`src/rtl/rcet_pkg.sv`:
```
package rcet_pkg;
    localparam int SLOTS     = 64;
    localparam int SLOT_W    = 6;
    localparam int RT_RESET  = 55;
endpackage

```
`src/rtl/rcet_rt_bank.sv`:
```
module rcet_rt_bank #(
    parameter int RANKS = 2,
    parameter int RT_W  = 8,
    localparam int RK_W = (RANKS > 1) ? $clog2(RANKS) : 1
) (
    input  logic            clk,
    input  logic            rst_n,
    input  logic            we,
    input  logic [RK_W-1:0] wsel,
    input  logic [RT_W-1:0] wdata,
    input  logic [RK_W-1:0] rsel,
    output logic [RT_W-1:0] rdata
);
    import rcet_pkg::*;

    logic [RANKS-1:0][RT_W-1:0] rt_d, rt_q;

    always_comb begin
        rt_d = rt_q;
        if (we && (int'(wsel) < RANKS)) begin
            rt_d[wsel] = wdata;
        end
    end

    always_ff @(posedge clk or negedge rst_n) begin
        if (!rst_n) begin
            for (int r = 0; r < RANKS; r++) rt_q[r] <= RT_W'(RT_RESET);
        end else begin
            rt_q <= rt_d;
        end
    end

    assign rdata = (int'(rsel) < RANKS) ? rt_q[rsel] : '0;

    // registers change only when written
    assert_hold_unwritten_R2: assert property (@(posedge clk) disable iff (!rst_n)
        !we |=> $stable(rt_q));
endmodule

```
`src/rtl/rcet_lane.sv`:
```
module rcet_lane #(
    parameter int CD_W = 4,
    parameter int PH_W = 9,
    localparam int HI_W = PH_W - rcet_pkg::SLOT_W,
    localparam int LD_W = ((CD_W > HI_W) ? CD_W : HI_W) + 1
) (
    input  logic                        clk,
    input  logic                        rst_n,
    input  logic                        start,
    input  logic                        abort,
    input  logic [CD_W-1:0]             coarse,
    input  logic [PH_W-1:0]             phase,
    input  logic [rcet_pkg::SLOTS-1:0]  dqs,
    output logic                        en,
    output logic                        busy,
    output logic                        smp
);
    import rcet_pkg::*;

    typedef struct packed {
        logic [LD_W-1:0]   cnt;
        logic [SLOT_W-1:0] slot;
        logic              arm;
        logic              smp;
    } lane_st_t;

    lane_st_t s_d, s_q;

    always_comb begin
        s_d = s_q;
        if (abort) begin
            s_d.arm = 1'b0;
        end else if (start) begin
            s_d.cnt  = LD_W'(coarse) + LD_W'(phase[PH_W-1:SLOT_W]);
            s_d.slot = phase[SLOT_W-1:0];
            s_d.arm  = 1'b1;
        end else if (s_q.arm) begin
            if (s_q.cnt == '0) begin
                s_d.smp = dqs[s_q.slot];
                s_d.arm = 1'b0;
            end else begin
                s_d.cnt = s_q.cnt - 1'b1;
            end
        end
    end

    always_ff @(posedge clk or negedge rst_n) begin
        if (!rst_n) s_q <= '0;
        else        s_q <= s_d;
    end

    assign en   = s_q.arm && (s_q.cnt == '0);
    assign busy = s_q.arm;
    assign smp  = s_q.smp;

    // the window lasts a single cycle
    assert_single_window_R3: assert property (@(posedge clk) disable iff (!rst_n)
        en |=> !en);

    // lane delay counts down one per cycle while armed
    assert_lane_count_R3: assert property (@(posedge clk) disable iff (!rst_n)
        (busy && !en && !abort && !start) |=> (busy && s_q.cnt == $past(s_q.cnt) - 1'b1));
endmodule

```
`src/rtl/rd_capture_timer.sv`:
```
module rd_capture_timer #(
    parameter int LANES = 4,
    parameter int RANKS = 2,
    parameter int RT_W  = 8,
    parameter int CD_W  = 4,
    parameter int PH_W  = 9,
    localparam int RK_W = (RANKS > 1) ? $clog2(RANKS) : 1,
    localparam int OS   = rcet_pkg::SLOTS
) (
    input  logic                   clk,
    input  logic                   rst_n,
    input  logic                   rt_we,
    input  logic [RK_W-1:0]        rt_wsel,
    input  logic [RT_W-1:0]        rt_wdata,
    input  logic                   rd_issue,
    input  logic [RK_W-1:0]        rd_rank,
    input  logic [LANES*CD_W-1:0]  coarse_dly,
    input  logic [LANES*PH_W-1:0]  phase_code,
    input  logic [LANES*OS-1:0]    dqs_os,
    output logic [LANES-1:0]       buf_en,
    output logic [LANES-1:0]       rd_result,
    output logic                   rd_done
);
    typedef struct packed {
        logic [RT_W-1:0]  cnt;
        logic             run;
        logic             wait_all;
        logic             done;
        logic [LANES-1:0] res;
    } top_st_t;

    top_st_t s_d, s_q;
    logic [RT_W-1:0]  rt_rd;
    logic             rt_hit;
    logic [LANES-1:0] lane_busy, lane_smp;

    rcet_rt_bank #(.RANKS(RANKS), .RT_W(RT_W)) u_bank (
        .clk   (clk),
        .rst_n (rst_n),
        .we    (rt_we),
        .wsel  (rt_wsel),
        .wdata (rt_wdata),
        .rsel  (rd_rank),
        .rdata (rt_rd)
    );

    assign rt_hit = s_q.run && (s_q.cnt == '0) && !rd_issue;

    for (genvar l = 0; l < LANES; l++) begin : g_lane
        rcet_lane #(.CD_W(CD_W), .PH_W(PH_W)) u_lane (
            .clk    (clk),
            .rst_n  (rst_n),
            .start  (rt_hit),
            .abort  (rd_issue),
            .coarse (coarse_dly[l*CD_W +: CD_W]),
            .phase  (phase_code[l*PH_W +: PH_W]),
            .dqs    (dqs_os[l*OS +: OS]),
            .en     (buf_en[l]),
            .busy   (lane_busy[l]),
            .smp    (lane_smp[l])
        );
    end

    always_comb begin
        s_d      = s_q;
        s_d.done = 1'b0;
        if (rd_issue) begin
            s_d.cnt      = rt_rd;
            s_d.run      = 1'b1;
            s_d.wait_all = 1'b0;
        end else begin
            if (rt_hit) begin
                s_d.run      = 1'b0;
                s_d.wait_all = 1'b1;
            end else if (s_q.run) begin
                s_d.cnt = s_q.cnt - 1'b1;
            end
            if (s_q.wait_all && !(|lane_busy)) begin
                s_d.done     = 1'b1;
                s_d.wait_all = 1'b0;
                s_d.res      = lane_smp;
            end
        end
    end

    always_ff @(posedge clk or negedge rst_n) begin
        if (!rst_n) s_q <= '0;
        else        s_q <= s_d;
    end

    assign rd_result = s_q.res;
    assign rd_done   = s_q.done;

    // the issue loads the addressed rank's roundtrip
    assert_load_rank_R2: assert property (@(posedge clk) disable iff (!rst_n)
        rd_issue |=> (s_q.run && s_q.cnt == $past(rt_rd)));

    // countdown decrements by one per cycle
    assert_countdown_R3: assert property (@(posedge clk) disable iff (!rst_n)
        (s_q.run && s_q.cnt != '0 && !rd_issue) |=> (s_q.run && s_q.cnt == $past(s_q.cnt) - 1'b1));

    // done is a single-cycle pulse
    assert_done_pulse_R6: assert property (@(posedge clk) disable iff (!rst_n)
        rd_done |=> !rd_done);

    // results move only together with done
    assert_result_hold_R7: assert property (@(posedge clk) disable iff (!rst_n)
        !$stable(rd_result) |-> rd_done);

    // a new issue suppresses the done of the cancelled read
    assert_restart_nodone_R8: assert property (@(posedge clk) disable iff (!rst_n)
        rd_issue |=> !rd_done);
endmodule

```
`config.mk`:
```
export PLATFORM = sky130hd
export DESIGN_NAME = rd_capture_timer
export DESIGN_NICKNAME = d
export VERILOG_FILES = /design/src/rtl/rcet_pkg.sv /design/src/rtl/rcet_rt_bank.sv /design/src/rtl/rcet_lane.sv /design/src/rtl/rd_capture_timer.sv
export SDC_FILE = /design/constraint.sdc
export NUM_CORES = 1
export LEC_CHECK = 0
export CORE_ASPECT_RATIO = 0.75
export CORE_MARGIN = 2
export CORE_UTILIZATION = 44
export DETAILED_ROUTE_END_ITERATION = 6
export PLACE_DENSITY = 0.92
export RECOVER_POWER = 50
export SLEW_MARGIN = 25
export SYNTH_ARGS = -nofsm -noshare
export SYNTH_HDL_FRONTEND = slang
export SYNTH_HIERARCHICAL = 1
export SYNTH_SLANG_ARGS = --single-unit
```
`constraint.sdc`:
```
create_clock -name clk -period 6 [get_ports clk]
set_input_delay 1.2 -clock clk [delete_from_list [all_inputs] [get_ports clk]]
set_output_delay 1.2 -clock clk [all_outputs]
set_load 0.05 [all_outputs]
```
======== Word level (Yosys, flattened, before mapping) ========
Cells that the tools add are included.
cells by class
  mux-type cells .......................... 47
  bitwise logic cells ..................... 2
  reduce and logical (&&, ||, !) cells .... 34
  add/sub/neg operators ................... 9
  equal/unequal tests ..................... 5
  order comparisons ....................... 7
operator list
  cell                                                        count
  two-way mux 5 bit                                           13
  two-way mux 8 bit                                           5
  less-than comparator 6 x 7 -> 1 bit, second input constant  4
  binary-select mux 1 bit (select 6 bit)                      4
  adder 4 x 3 -> 5 bit                                        4
  zero test 5 bit                                             4
  subtractor 5 x 1 -> 5 bit, second input constant            4
  two-way mux 2 bit                                           9
  bitwise mux 16 bit                                          1
  AND reduction 4 bit                                         4
  two-way mux 1 bit                                           12
  AND reduction 3 bit                                         4
  nonzero test 2 bit                                          6
  two-way mux 10 bit                                          1
  demux 8 bit (select 1 bit)                                  1
  logical AND 1 bit                                           8
  zero test 8 bit                                             1
  inequality test 2 bit, second input constant                4
  subtractor 8 x 1 -> 8 bit, second input constant            1
  two-way mux 6 bit                                           1
  AND reduction 2 bit                                         3
  less-than comparator 1 x 2 -> 1 bit, second input constant  2
  OR reduction 4 bit                                          1
  nonzero test 3 bit                                          1
  other kinds (4)                                             6
word-level totals
  logic and storage cells ................. 127
  bits of input ports ..................... 322
  register bits ........................... 83

======== Longest topological paths before layout ========
Gate-level depths: netlist of run 1.
  word-level depth ........................ 6
  gate-level depth with buffers ........... 9

======== By module ========
The synthesis of run 1 kept the hierarchy.
by module, submodules not included
  module                            area an instance (µm²)  times used  cells each  seq. area each (µm²)
  rcet_lane (g_lane[0].u_lane ...)  1301.2                  3           130         325.3
  rcet_lane (g_lane[3].u_lane)      1301.2                  1           133         325.3
  rd_capture_timer                  839.6                   1           82          375.4
  rcet_rt_bank                      749.5                   1           44          412.9

======== Worst setup path after synthesis of run 1 ========
OpenSTA, ideal clock, no wires.
  kind .................................... input port to flip-flop
  from .................................... input port rd_issue
  to ...................................... register g_lane[3].u_lane/s_q[3] (netlist bit)
  slack ................................... 2342 ps
  data arrival time ....................... 3533 ps
  stages on the path ...................... 6
  library setup time ...................... 125 ps
  data required time ...................... 5875 ps
  cells stage by stage .................... clkbuf_1 nor4_1 clkbuf_1 inv_1 nor2_1 mux2_2
on the way
  cells in the longest elaborated chain, start to end .. 3
ends and longest elaborated chain
  what                           line                    RTL
  start: declaration             rd_capture_timer.sv:15  input logic rd_issue,
  zero test 1 bit                rd_capture_timer.sv:47  assign rt_hit = s_q.run && (s_q.cnt == '0) && !rd_issue;
  logical AND 1 bit              rd_capture_timer.sv:47
  named net rt_hit               rd_capture_timer.sv:34  logic rt_hit;
  AND reduction 2 bit (no line)  n/a
  end signal: assignment         rcet_lane.sv:48         if (!rst_n) s_q <= '0;
  end signal: assignment         rcet_lane.sv:49         else s_q <= s_d;
  end: declaration               rcet_lane.sv:27         lane_st_t s_d, s_q;
The timed path passes the listed nets, and every way through them passes these cells.
A chain may end at the register's enable or synchronous reset.

======== Worst setup path after layout of run 1 ========
  from .................................... register g_lane[3].u_lane/s_q[8] (netlist bit)
  to ...................................... output port buf_en[3]
on the way
  cells in the longest elaborated chain, start to end .. 2
ends and longest elaborated chain
  what               line                    RTL
  zero test 5 bit    rcet_lane.sv:52         assign en = s_q.arm && (s_q.cnt == '0);
  logical AND 1 bit  rcet_lane.sv:52
  end: declaration   rd_capture_timer.sv:20  output logic [LANES-1:0] buf_en,
Every way passes these cells.

==> results of run 1 <==
sequential cells by signal, indices dropped and copies added, names as in the netlist:
signal,flops
g_lane.u_lane/s_q,44
u_bank/rt_q,16
s_q,10
g_lane.u_lane/busy,4
g_lane.u_lane/smp,4
rd_result,4
rd_done,1
cell usage after synthesis, drive strengths merged, types with 5 or more instances:
master,count,share of area [%]
a211o,5,0.66
a21oi,25,1.8
a22o,7,0.90
a22oi,20,2.2
a2bb2oi,5,0.64
buf,27,2.9
clkbuf,10,0.55
dfrtp,73,27
dfstp,10,3.9
ha,18,3.3
inv,32,1.8
mux2,56,9.7
mux2i,76,11
mux4,28,9.9
nand2,53,3.0
nand2b,8,0.74
nand3,9,0.66
nor2,30,1.7
nor2b,21,2.0
nor3,7,0.52
nor4,7,0.74
o2111ai,6,0.77
o211ai,11,1.2
o21ai,34,2.5
o22ai,5,0.83
or4b,6,0.94
power groups by stage:
stage	clock (mW)	sequential (mW)	combinational (mW)
final	0.621	0.777	0.900
after global routing	0.659	0.795	0.981
after CTS	0.633	0.775	0.904
after detailed placement	0	0.783	0.897
after global placement	0	0.774	0.872
after floorplan	0	0.723	0.613
final timing paths:
path	start	to	slack, ns	cells after the start
worst max register to register	s_q[7]$_DFFE_PN0P_	g_lane[3].u_lane/s_q[4]$_DFFE_PN0P_	2.81	8
worst min register to register	s_q[5]$_DFFE_PN0P_	s_q[5]$_DFFE_PN0P_	0.49	1
min in group asynchronous	rst_n	u_bank/rt_q[10]$_DFFE_PN1P_	1.02	1
worst min-delay path	s_q[5]$_DFFE_PN0P_	s_q[5]$_DFFE_PN0P_	0.49	1
max in group asynchronous	rst_n	g_lane[0].u_lane/smp$_DFFE_PN0P_	4.26	2
worst max-delay path	g_lane[3].u_lane/s_q[8]$_DFFE_PN0P_	buf_en[3]	2.21	5
layout make-up:
class / instances / area, µm² / share of cell area, %
tap: 205 / 256 / 2.44
inverter: 32 / 120 / 1.14
timing repair buffer: 338 / 3360 / 32.0
sequential: 83 / 2090 / 19.9
clock inverter: 5 / 103 / 0.976
multi-input combinational: 497 / 4350 / 41.4
clock buffer: 11 / 233 / 2.21
metrics by stage:
stage,cell area [µm²],worst slack [ns]
3_3_place_gp,10200,2.45
3_5_place_dp,10200,2.34
4_1_cts,10500,2.18
6_report,10500,2.21
2_1_floorplan,6790,2.34
5_1_grt,10500,2.11
worst max-delay path: cells and delay by family, from the launching register on:
family / cells / cell delay, ns
buffers and inverters: 2 / 0.92
AND/OR/NAND/NOR: 2 / 0.74
flip-flops: 1 / 0.39
adder cells (fa/ha/maj): 1 / 0.19
layer usage:
layer | vias up | share of wire (%) | routed length, µm
met2 | 227 | 52 | 10700
met5 | - | 0 | 0
met4 | 0 | 1.7 | 346
met1 | 3165 | 41 | 8520
li1 | 3102 | - | -
met3 | 33 | 5.7 | 1180
logic make-up after synthesis:
kind of cell	count (synthesis)	synth area share, %
and+or+nand+nor	163	12.8
buffers and inverters	69	5.27
DFF	83	30.8
xor gates and xnor gates	5	0.645
muxes	160	30.9
adders and majority gates	22	4.49
AOI/OAI and AO/OA	147	15.1
==> metrics.txt, run 1 <==
top_reg_cell synth dfrtp_1; Slew @ Worst Pin 0.770 ns; drt total wl 20.7 mm; # DRC 0; clock slew at reported path FFs 0.06 ns; CTS root buf clkbuf_16; DR WL/cell 17.7 µm; filler instances 1166; slew margin rel. 47.9%; Net Count, Synth 993; most frequent cells in the layout clkdlybuf4s50_1, mux2i_1, dfrtp_1; total number of vias 6527; RSZ-0062 raised after global routing no; f_max 264 MHz; largest net degree at the start of global routing 78; Final nets 1305; Row Count 39; Pre-antenna DRT Iters 5; cells after synthesis 649; Crit. End Element output port; via-per-instance ratio 5.57; global-route wire length before repair 33.0 mm; combinational share of power 39.2%; diode count 0; Synth Cell Area 0.00679 mm²; die area 0.0165 mm²; most common cell after layout, fill and taps aside clkdlybuf4s50_1; postcts setup bufs 0; CP Launch Type register; CTS Buffer Depth 2; post-cts repair resize count 0; post-synthesis sequential element count 83; Slowest-stage cell, CP clkdlybuf4s50_1; Worst VDD drop 155 µV; critical path arrival 2.59 ns; P&R area growth vs syn 54.7%; Die W 147 µm; placed insts 1155; Hold Buf Count CTS 0; Pins Over Slew Limit 0; number of max-cap violations 0; Initial DRC Count 312; met2 usage 44.2%; Pwr Density 219 mW/mm²; Psw 0.696 mW; Fin Setup TNS 0 ns; Worst EP required 4.80 ns; clk sinks 83; GRT Util Overall 24.6%; Distinct cells, synth 61; layout cell share with drive strength beyond 1 12.4%; io pins 331; period utilization 63.2%; Post-Layout Cell Count 1171; met3 usage 4.80%; average instance area after synthesis 10.5 µm²; Skew-Pair Late Insertion Delay 0.34 ns; Fin Hold WS 0.489 ns; Sw Share 30.3%; cell internal pwr 1.60 mW; EDFF count, synth 0; hold crit path type reg -> reg; DP HPWL 16.8 mm; H-tree Lvls 3; clock buffer count from CTS 9; status finished, final reports clean; Initial Util 44.8%; critical path, cell by cell inv_1, ha_1, or4bb_1, nor2_1, clkdlybuf4s50_1; GRT met1 Usage 30.4%; Critical Path Fanout Max 4; Final Hold Viols 0; CTS tree done; core area 0.0152 mm²; ANT nets after route 0; initial antenna violation count 0; min Tclk post-route 3.79 ns; Die Y 112 µm; sequential area share after synthesis 30.8%; Setup CP Type reg -> out; vias in the first global route 6713; Yosys warning total 6; clk_skew 0.00570 ns; Final Setup Violations 0; CP peak stage delay 0.84 ns; global placement routability congestion 0.845; Power Total 2.30 mW; post-layout util 69.3%; asr flop ratio synth 100%; grt ovf 0; GRT busiest layer met2; register share of total power 33.8%; Leakage Power 4.15 nW; Clk pwr share 27.0%; # port buffers 330
No activity file was read; power rests on OpenSTA's default activity.
==> run 2, diff against run 1 <==
--- a/config.mk
+++ b/config.mk
@@ -7,9 +7,9 @@
 export LEC_CHECK = 0
 export CORE_ASPECT_RATIO = 0.75
 export CORE_MARGIN = 2
-export CORE_UTILIZATION = 44
+export CORE_UTILIZATION = 42
 export DETAILED_ROUTE_END_ITERATION = 6
-export PLACE_DENSITY = 0.92
+export PLACE_DENSITY = 0.89
 export RECOVER_POWER = 50
 export SLEW_MARGIN = 25
 export SYNTH_ARGS = -nofsm -noshare
==> constraint.sdc (replaced) <==
create_clock -name clk -period 3.7 [get_ports clk]
set_input_delay 0.74 -clock clk [delete_from_list [all_inputs] [get_ports clk]]
set_output_delay 0.74 -clock clk [all_outputs]
set_load 0.05 [all_outputs]
==> metrics.txt, run 2 (synthesized netlist as in run 1, its figures left out) <==
Slowest-stage cell, CP clkdlybuf4s50_1; Pwr Density 358 mW/mm² (+64%); Pins Over Slew Limit 84 (+84); f_max 306 MHz; Initial DRC Count 354 (+13%); clock buffer count from CTS 9 (unchanged); Die W 151 µm (+2.3%); critical path arrival 2.53 ns (-0.06 ns); Final Hold Viols 0 (unchanged); # port buffers 330 (unchanged); Critical Path Fanout Max 4 (unchanged); Fin Hold WS 0.491 ns (+0.00110 ns); diode count 0 (unchanged); Pre-antenna DRT Iters 5 (unchanged); P&R area growth vs syn 55.2%; clock slew at reported path FFs 0.06 ns (about the same); CP peak stage delay 0.83 ns (about the same); Setup CP Type reg -> out; number of max-cap violations 1 (+1); Buffers & Inverters on Critical Path 2 (unchanged); DR WL/cell 17.0 µm (-3.8%); # DRC 0 (unchanged); vias in the first global route 6441 (-4.1%); CTS Buffer Depth 2 (unchanged); Largest regs g_lane.u_lane/s_q (44), u_bank/rt_q (16), s_q (10); CP Launch Type register; postcts setup bufs 0 (unchanged); crit-path leading delay family buffers and inverters; Row Count 40 (+2.6%); max reg flops 44 (unchanged); io pins 331 (unchanged); CTS root buf clkbuf_16; die area 0.0172 mm² (+4.6%); drt total wl 20.0 mm (-3.5%); GRT Util Overall 22.4% (-2.1 points); Fin Setup TNS 0 ns (unchanged); hold crit path type reg -> reg; Worst EP required 2.96 ns (-1.84 ns); core area 0.0159 mm² (+4.9%); failing checks max-capacitance violations, max-slew violations; Die Y 114 µm (+2.3%); grt ovf 0 (unchanged); clk_skew 0.00410 ns (-0.00160 ns); RSZ-0062 raised after global routing no; Post-Layout Cell Count 1175 (+0.34%); Worst VDD drop 249 µV (+61%); critical path, cell by cell inv_1, ha_1, or4bb_1, nor2_1, clkdlybuf4s50_1; CTS tree done; most frequent cells in the layout clkdlybuf4s50_1, mux2i_1, dfrtp_1; Slew @ Worst Pin 2.05 ns (+1.28 ns); global-route wire length before repair 31.1 mm (-5.7%); placed insts 1159 (+0.35%); most common cell after layout, fill and taps aside clkdlybuf4s50_1; total number of vias 6446 (-1.2%); Final Setup Violations 0 (unchanged); via-per-instance ratio 5.49 (-1.6%); layout cell share with drive strength beyond 1 12.4% (+0.013 points); filler instances 1221 (+4.7%); Most flops, register g_lane.u_lane/s_q; global placement routability congestion 0.869 (+2.9%); post-cts repair resize count 0 (unchanged); Leakage Power 4.16 nW (+0.33%); initial antenna violation count 0 (unchanged); slew margin rel. -36.6% (-85 points); Final nets 1304 (-0.077%); ANT nets after route 0 (unchanged); period utilization 88.4%; largest net degree at the start of global routing 84 (+7.7%); clk sinks 83 (unchanged); Hold Buf Count CTS 0 (unchanged); DP HPWL 16.3 mm (-3.0%); Skew-Pair Late Insertion Delay 0.33 ns (about the same); H-tree Lvls 3 (unchanged); status complete, but fails checks; Initial Util 42.7% (-2.1 points); min Tclk post-route 3.27 ns; Crit. End Element output port
## run 2: through the flow
step	worst slack, ns	util, %	power (mW)	area (µm²)
final	0.430	66.3	3.78	10500
after global routing	0.327	66.3	3.99	10500
after CTS	0.422	66.3	3.80	10500
after detailed placement	0.562	64.0	2.71	10200
after global placement	0.691	64.0	2.67	10200
after floorplan	0.169	-	2.17	6790
## run 2: worst paths after layout
path / startpoint / to / slack [ns] / cells past startpoint
setup reg to reg: s_q[7]$_DFFE_PN0P_ / g_lane[0].u_lane/s_q[11]$_DFFE_PN0P_ / 0.57 / 9
hold reg to reg: s_q[5]$_DFFE_PN0P_ / s_q[5]$_DFFE_PN0P_ / 0.49 / 1
hold / removal: s_q[5]$_DFFE_PN0P_ / s_q[5]$_DFFE_PN0P_ / 0.49 / 1
setup / recovery: g_lane[3].u_lane/s_q[8]$_DFFE_PN0P_ / buf_en[3] / 0.43 / 5
min in group asynchronous: rst_n / u_bank/rt_q[14]$_DFFE_PN0P_ / 0.98 / 1
max in group asynchronous: rst_n / g_lane[1].u_lane/s_q[8]$_DFFE_PN0P_ / 1.51 / 1
## run 2: area by class of cell
| class | count | area [µm²] | share of cell area (%) |
|---|---|---|---|
| Clock inverter | 5 | 125 | 1.19 |
| Clock buffer | 11 | 233 | 2.21 |
| Multi-Input combinational cell | 497 | 4350 | 41.3 |
| Sequential cell | 83 | 2090 | 19.8 |
| Inverter | 32 | 120 | 1.14 |
| Timing Repair Buffer | 337 | 3360 | 31.9 |
| Tap cell | 210 | 263 | 2.49 |
## run 2: routing by layer
layer	wire (µm)	share of wire [%]	vias to the layer above	track usage, %
li1	-	-	3081	-
met1	8250	41	3097	28.6
met2	9960	50	250	39.9
met3	1570	7.8	18	4.90
met4	223	1.1	0	3.80
met5	0	0	-	0
## run 2: report_power, final
group          total [mW]  switching [mW]  internal (mW)  leakage [nW]
combinational        1.45           0.590          0.864          2.96
sequential           1.25           0.175           1.08          1.03
clock                1.07           0.345          0.727         0.174
